`config.mk`:
```
export PLATFORM = sky130hd
export DESIGN_NAME = irq_arbiter
export DESIGN_NICKNAME = d
export VERILOG_FILES = /design/src/rtl/irq_arb_pkg.sv /design/src/rtl/irq_lowest_pick.sv /design/src/rtl/irq_req_capture.sv /design/src/rtl/irq_level_track.sv /design/src/rtl/irq_arbiter.sv
export SDC_FILE = /design/constraint.sdc
export NUM_CORES = 1
export LEC_CHECK = 0
export ABC_AREA = 0
export CAP_MARGIN = 20
export CORE_MARGIN = 2
export CORE_UTILIZATION = 38
export DETAILED_ROUTE_END_ITERATION = 6
export HOLD_SLACK_MARGIN = 0.1
export PLACE_DENSITY = 0.76
export SETUP_SLACK_MARGIN = 0.2
export SLEW_MARGIN = 20
export SYNTH_ARGS = -nofsm -noshare
export SYNTH_HDL_FRONTEND = slang
export SYNTH_SLANG_ARGS = --single-unit
```
`constraint.sdc`:
```
create_clock -name clk -period 1.75 [get_ports clk]
set_input_delay 0.175 -clock clk [delete_from_list [all_inputs] [get_ports clk]]
set_output_delay 0.175 -clock clk [all_outputs]
set_load 0.01 [all_outputs]
```
`src/rtl/irq_arb_pkg.sv`:
```
package irq_arb_pkg;
  localparam int LVL_CNT = 2;
  localparam int LVL_LO  = 0;
  localparam int LVL_HI  = 1;
endpackage

```
`src/rtl/irq_lowest_pick.sv`:
```
module irq_lowest_pick #(
  parameter int WIDTH = 8,
  localparam int IW = (WIDTH > 1) ? $clog2(WIDTH) : 1
) (
  input  logic [WIDTH-1:0] vec,
  output logic             any,
  output logic [IW-1:0]    idx
);
  always_comb begin
    any = 1'b0;
    idx = '0;
    for (int i = WIDTH - 1; i >= 0; i--) begin
      if (vec[i]) begin
        any = 1'b1;
        idx = IW'(i);
      end
    end
  end
endmodule

```
`src/rtl/irq_req_capture.sv`:
```
module irq_req_capture #(
  parameter int WIDTH = 8
) (
  input  logic             clk,
  input  logic             rst_n,
  input  logic             cap_en,
  input  logic [WIDTH-1:0] raw,
  output logic [WIDTH-1:0] held
);
  always_ff @(posedge clk or negedge rst_n) begin
    if (!rst_n) held <= '0;
    else if (cap_en) held <= raw;
  end
endmodule

```
`src/rtl/irq_level_track.sv`:
```
module irq_level_track
  import irq_arb_pkg::*;
(
  input  logic               clk,
  input  logic               rst_n,
  input  logic               grant,
  input  logic               grant_hi,
  input  logic               ret_done,
  output logic [LVL_CNT-1:0] active
);
  always_ff @(posedge clk or negedge rst_n) begin
    if (!rst_n) begin
      active <= '0;
    end else if (grant) begin
      active[grant_hi ? LVL_HI : LVL_LO] <= 1'b1;
    end else if (ret_done) begin
      if (active[LVL_HI]) active[LVL_HI] <= 1'b0;
      else                active[LVL_LO] <= 1'b0;
    end
  end
endmodule

```
`src/rtl/irq_arbiter.sv`:
```
module irq_arbiter
  import irq_arb_pkg::*;
#(
  parameter int N_SRC = 8,
  localparam int IW = (N_SRC > 1) ? $clog2(N_SRC) : 1
) (
  input  logic               clk,
  input  logic               rst_n,
  input  logic [N_SRC-1:0]   req_flags,
  input  logic [N_SRC-1:0]   src_en,
  input  logic               glob_en,
  input  logic [N_SRC-1:0]   src_hi,
  input  logic               instr_last,
  input  logic               instr_reti,
  input  logic               instr_cfg_wr,
  output logic               call_req,
  output logic [IW-1:0]      call_idx,
  output logic               call_hi,
  output logic [LVL_CNT-1:0] in_service,
  output logic               wake
);
  logic [N_SRC-1:0] held;
  logic [N_SRC-1:0] elig;
  logic [N_SRC-1:0] lvl_vec [LVL_CNT];
  logic [LVL_CNT-1:0] lvl_any;
  logic [IW-1:0]    lvl_idx [LVL_CNT];
  logic             win_any, win_hi, blocked, take;
  logic [IW-1:0]    win_idx;

  irq_req_capture #(.WIDTH(N_SRC)) u_cap (
    .clk(clk), .rst_n(rst_n), .cap_en(instr_last), .raw(req_flags), .held(held)
  );

  assign elig = held & src_en & {N_SRC{glob_en}};

  for (genvar l = 0; l < LVL_CNT; l++) begin : g_lvl
    assign lvl_vec[l] = (l == LVL_HI) ? (elig & src_hi) : (elig & ~src_hi);
    irq_lowest_pick #(.WIDTH(N_SRC)) u_pick (
      .vec(lvl_vec[l]), .any(lvl_any[l]), .idx(lvl_idx[l])
    );
  end

  assign win_hi  = lvl_any[LVL_HI];
  assign win_any = |lvl_any;
  assign win_idx = win_hi ? lvl_idx[LVL_HI] : lvl_idx[LVL_LO];
  assign blocked = win_hi ? in_service[LVL_HI] : (|in_service);
  assign take    = instr_last & ~instr_reti & ~instr_cfg_wr & win_any & ~blocked;

  irq_level_track u_track (
    .clk(clk), .rst_n(rst_n), .grant(take), .grant_hi(win_hi),
    .ret_done(instr_last & instr_reti), .active(in_service)
  );

  always_ff @(posedge clk or negedge rst_n) begin
    if (!rst_n) begin
      call_req <= 1'b0;
      call_idx <= '0;
      call_hi  <= 1'b0;
    end else begin
      call_req <= take;
      if (take) begin
        call_idx <= win_idx;
        call_hi  <= win_hi;
      end
    end
  end

  assign wake = glob_en & (|(req_flags & src_en));
endmodule

```
==> results of run 1 <==
[power breakdown]
group / internal [W] / total, W / switching (W)
Clock: 0.0000850 / 0.000208 / 0.000123
Combinational: 0.000275 / 0.000436 / 0.000160
Sequential: 0.000409 / 0.000450 / 0.0000413
Total: 0.000769 / 0.00109 / 0.000324
[cells by family (layout without fill, tap and decap cells)]
kind of cell	Yosys count	after routing	share of synthesized area, %
simple gates	36	36	25.7
compound gates	24	24	18.3
flops	15	15	39.7
mux	11	11	13.1
buf+inv	6	64	3.31
[per-stage QoR]
step	setup WS (ns)	hold WS (ns)	area, µm²
after floorplan	0.146	-0.121	960
after global placement	-0.316	0.465	1490
after detailed placement	-0.356	0.481	1490
after CTS	0.0338	0.197	1540
after global routing	-0.00523	0.207	1550
final	0.0260	0.190	1550
[metal layers]
metal	vias up	GRT usage [%]	wire length, µm
li1	492	-	-
met1	459	25.3	1200
met2	36	32.5	1420
met3	4	3.89	174
met4	0	5.13	21
met5	-	0	0
[placed cells by master, fill, tap and decap left out, types with 2 or more instances in the layout]
cell             count
nand4b_1             4
mux2_2               9
buf_4               18
and4b_1              3
and4_1               2
nand3_1              2
nand4_1             10
nor2_1               3
a41oi_1              2
o21a_1               2
clkdlybuf4s50_1     35
clkbuf_4             3
a22oi_1              4
a31oi_1              2
nand2_1              5
dfrtp_1             15
inv_1                3
mux2_4               2
o21ai_0              5
[synthesized netlist by cell type (3+ instances only)]
cell      count
dfrtp_1      15
a22oi_1       4
nand4_1      10
o21ai_0       5
nor2_1        3
nand4b_1      4
inv_1         3
nand2_1       5
mux2_2       11
and4b_1       3
[final cells by class]
type | instances | area [µm²] | area share (%)
timing repair buffer | 57 | 531 | 34.2
clock buffer | 3 | 22.5 | 1.45
inverter | 3 | 11.3 | 0.725
sequential | 15 | 375 | 24.2
multi-input combinational | 71 | 571 | 36.7
clock inverter | 1 | 5.00 | 0.322
tap | 30 | 37.5 | 2.42
[flip-flops by register name, summed over array words and instances, names as in the netlist]
signal          count
call_req            1
u_cap.held          8
call_hi             1
call_idx            3
u_track.active      2
[worst register-to-register path: stages (launching register included)]
cell	delay, ns
dfrtp_1	0.41
and4b_1	0.22
or4b_1	0.53
a31oi_1	0.15
nor2_1	0.06
mux2_2	0.25
[what timing repair did]
item,4_1_cts,5_1_grt
hold endpoints to repair,0,0
gates resized for setup,5,5
gates cloned,0,0
endpoints found under the setup margin,7,7
setup buffers,2,1
pin swaps,3,2
[worst paths after layout]
check                                         end  slack [ns]  cells after the start
max in group asynchronous       u_track.active[1]        1.38                      2
worst min register to register            call_hi        0.50                      1
worst min-delay path                u_cap.held[1]        0.19                      2
min in group clk                          call_hi        0.50                      1
worst max register to register        call_idx[2]        0.03                      5
worst max-delay path                  call_idx[2]        0.03                      5
==> qor.yml, run 1 <==
ir_drop_uv: 614
synthFlopType: "dfrtp_1"
clock_latency_ns: 0.29
fin_skew_ns: 0.00291
slew_headroom_pct: 66.1
layout.cells.non_filler: 180
synth.largest_area_cell: "dfrtp_1"
min_period_over_period_pct: 98.5
worstPathArrival_ns: 1.91
leakage_nw: 0.683
cts_sinks: 15
nFillCells: 191
crit_type: "reg2reg"
gp_congestion: 0.933
vias: 991
row_count: 18
rsz0062_at_grt: "yes"
clk_path_buf_depth: 2
post_drt_wl_per_cell_um: 15.6
postLayoutCoreUtil_pct: 64.4
syn_to_final_growth_pct: 64.2
cp.required_ns: 1.93
crit_path_end_kind: "register"
start_util_pct: 39.3
nets: 181
fp.coreArea_um2: 2410
path_delay_family: "simple AND/OR/NAND/NOR gates"
cts_buffers: 3
status: "finished clean"
worstMarginPinSlew_ns: 0.508
wirelength_um: 2810
grt_pass1_vias: 928
finalHoldViolations: 0
drc: 0
slew_viol_final: 0
fin_crit_ns: 1.72
yosys_warnings: 0
path_clk_slew_ns: 0.10
yosys-top-cells-area: "dfrtp_1 (40%), mux2_2 (13%), nand4_1 (6.6%)"
synth_cell_types: 33
synth_nets: 122
die_y_um: 53.9
ant_nets: 0
first_iter_violations: 37
maxCapViolCount: 0
chipWidth_um: 53.9
dp_hpwl_um: 2130
r2r-start: "u_cap.held[7]"
ios: 38
finalSetupViolations: 0
cts_tree: "built"
finalPower_w: 0.00109
grt_pass1_wl_um: 4080
htree_num_levels: 1
async_flop_share_pct: 100
viasPerCell: 5.51
synth_edf_count: 0
power.density_nw_per_um2: 704
path_buf_inv: 0
num_antenna_cells: 0
syn_area_um2: 946
drive_above_1_share_pct: 28.7
overflow: 0
grt_antenna_before_repair: 0
grt_max_degree: 21
cp-start-kind: "register"
root_buffer: "clkbuf_4"
yosys.area.top_type_share_pct: 39.7
slowest_stage: "or4b_1"
synthCells: 92
avgSynthCellArea_um2: 10.3
hold_path.class: "in2async"
fin_tns_setup_ns: 0
cp_cell_sequence: "and4b_1 -> or4b_1 -> a31oi_1 -> nor2_1 -> mux2_2"
port_buffers: 37
crit_start: "u_cap.held[7]"
max_clock_freq_ghz: 0.580
post-place-cells: 173
cpPeakStageDelay_ns: 0.53
firstDrtPassIters: 4
cp_max_fo: 3
ys_ff_latch: 15
ys_seq_area_share_pct: 39.7
ctsHoldBuffers: 0
dieArea_um2: 2900
track_usage_pct: 19.4
Power figures use the tool's default switching activity.
==> run 2: changes to the inputs <==
- CTS_CLUSTER_SIZE: unset -> 14
==> results of run 2 <==
Final layout, timing and power as in run 1 (identical DEF).
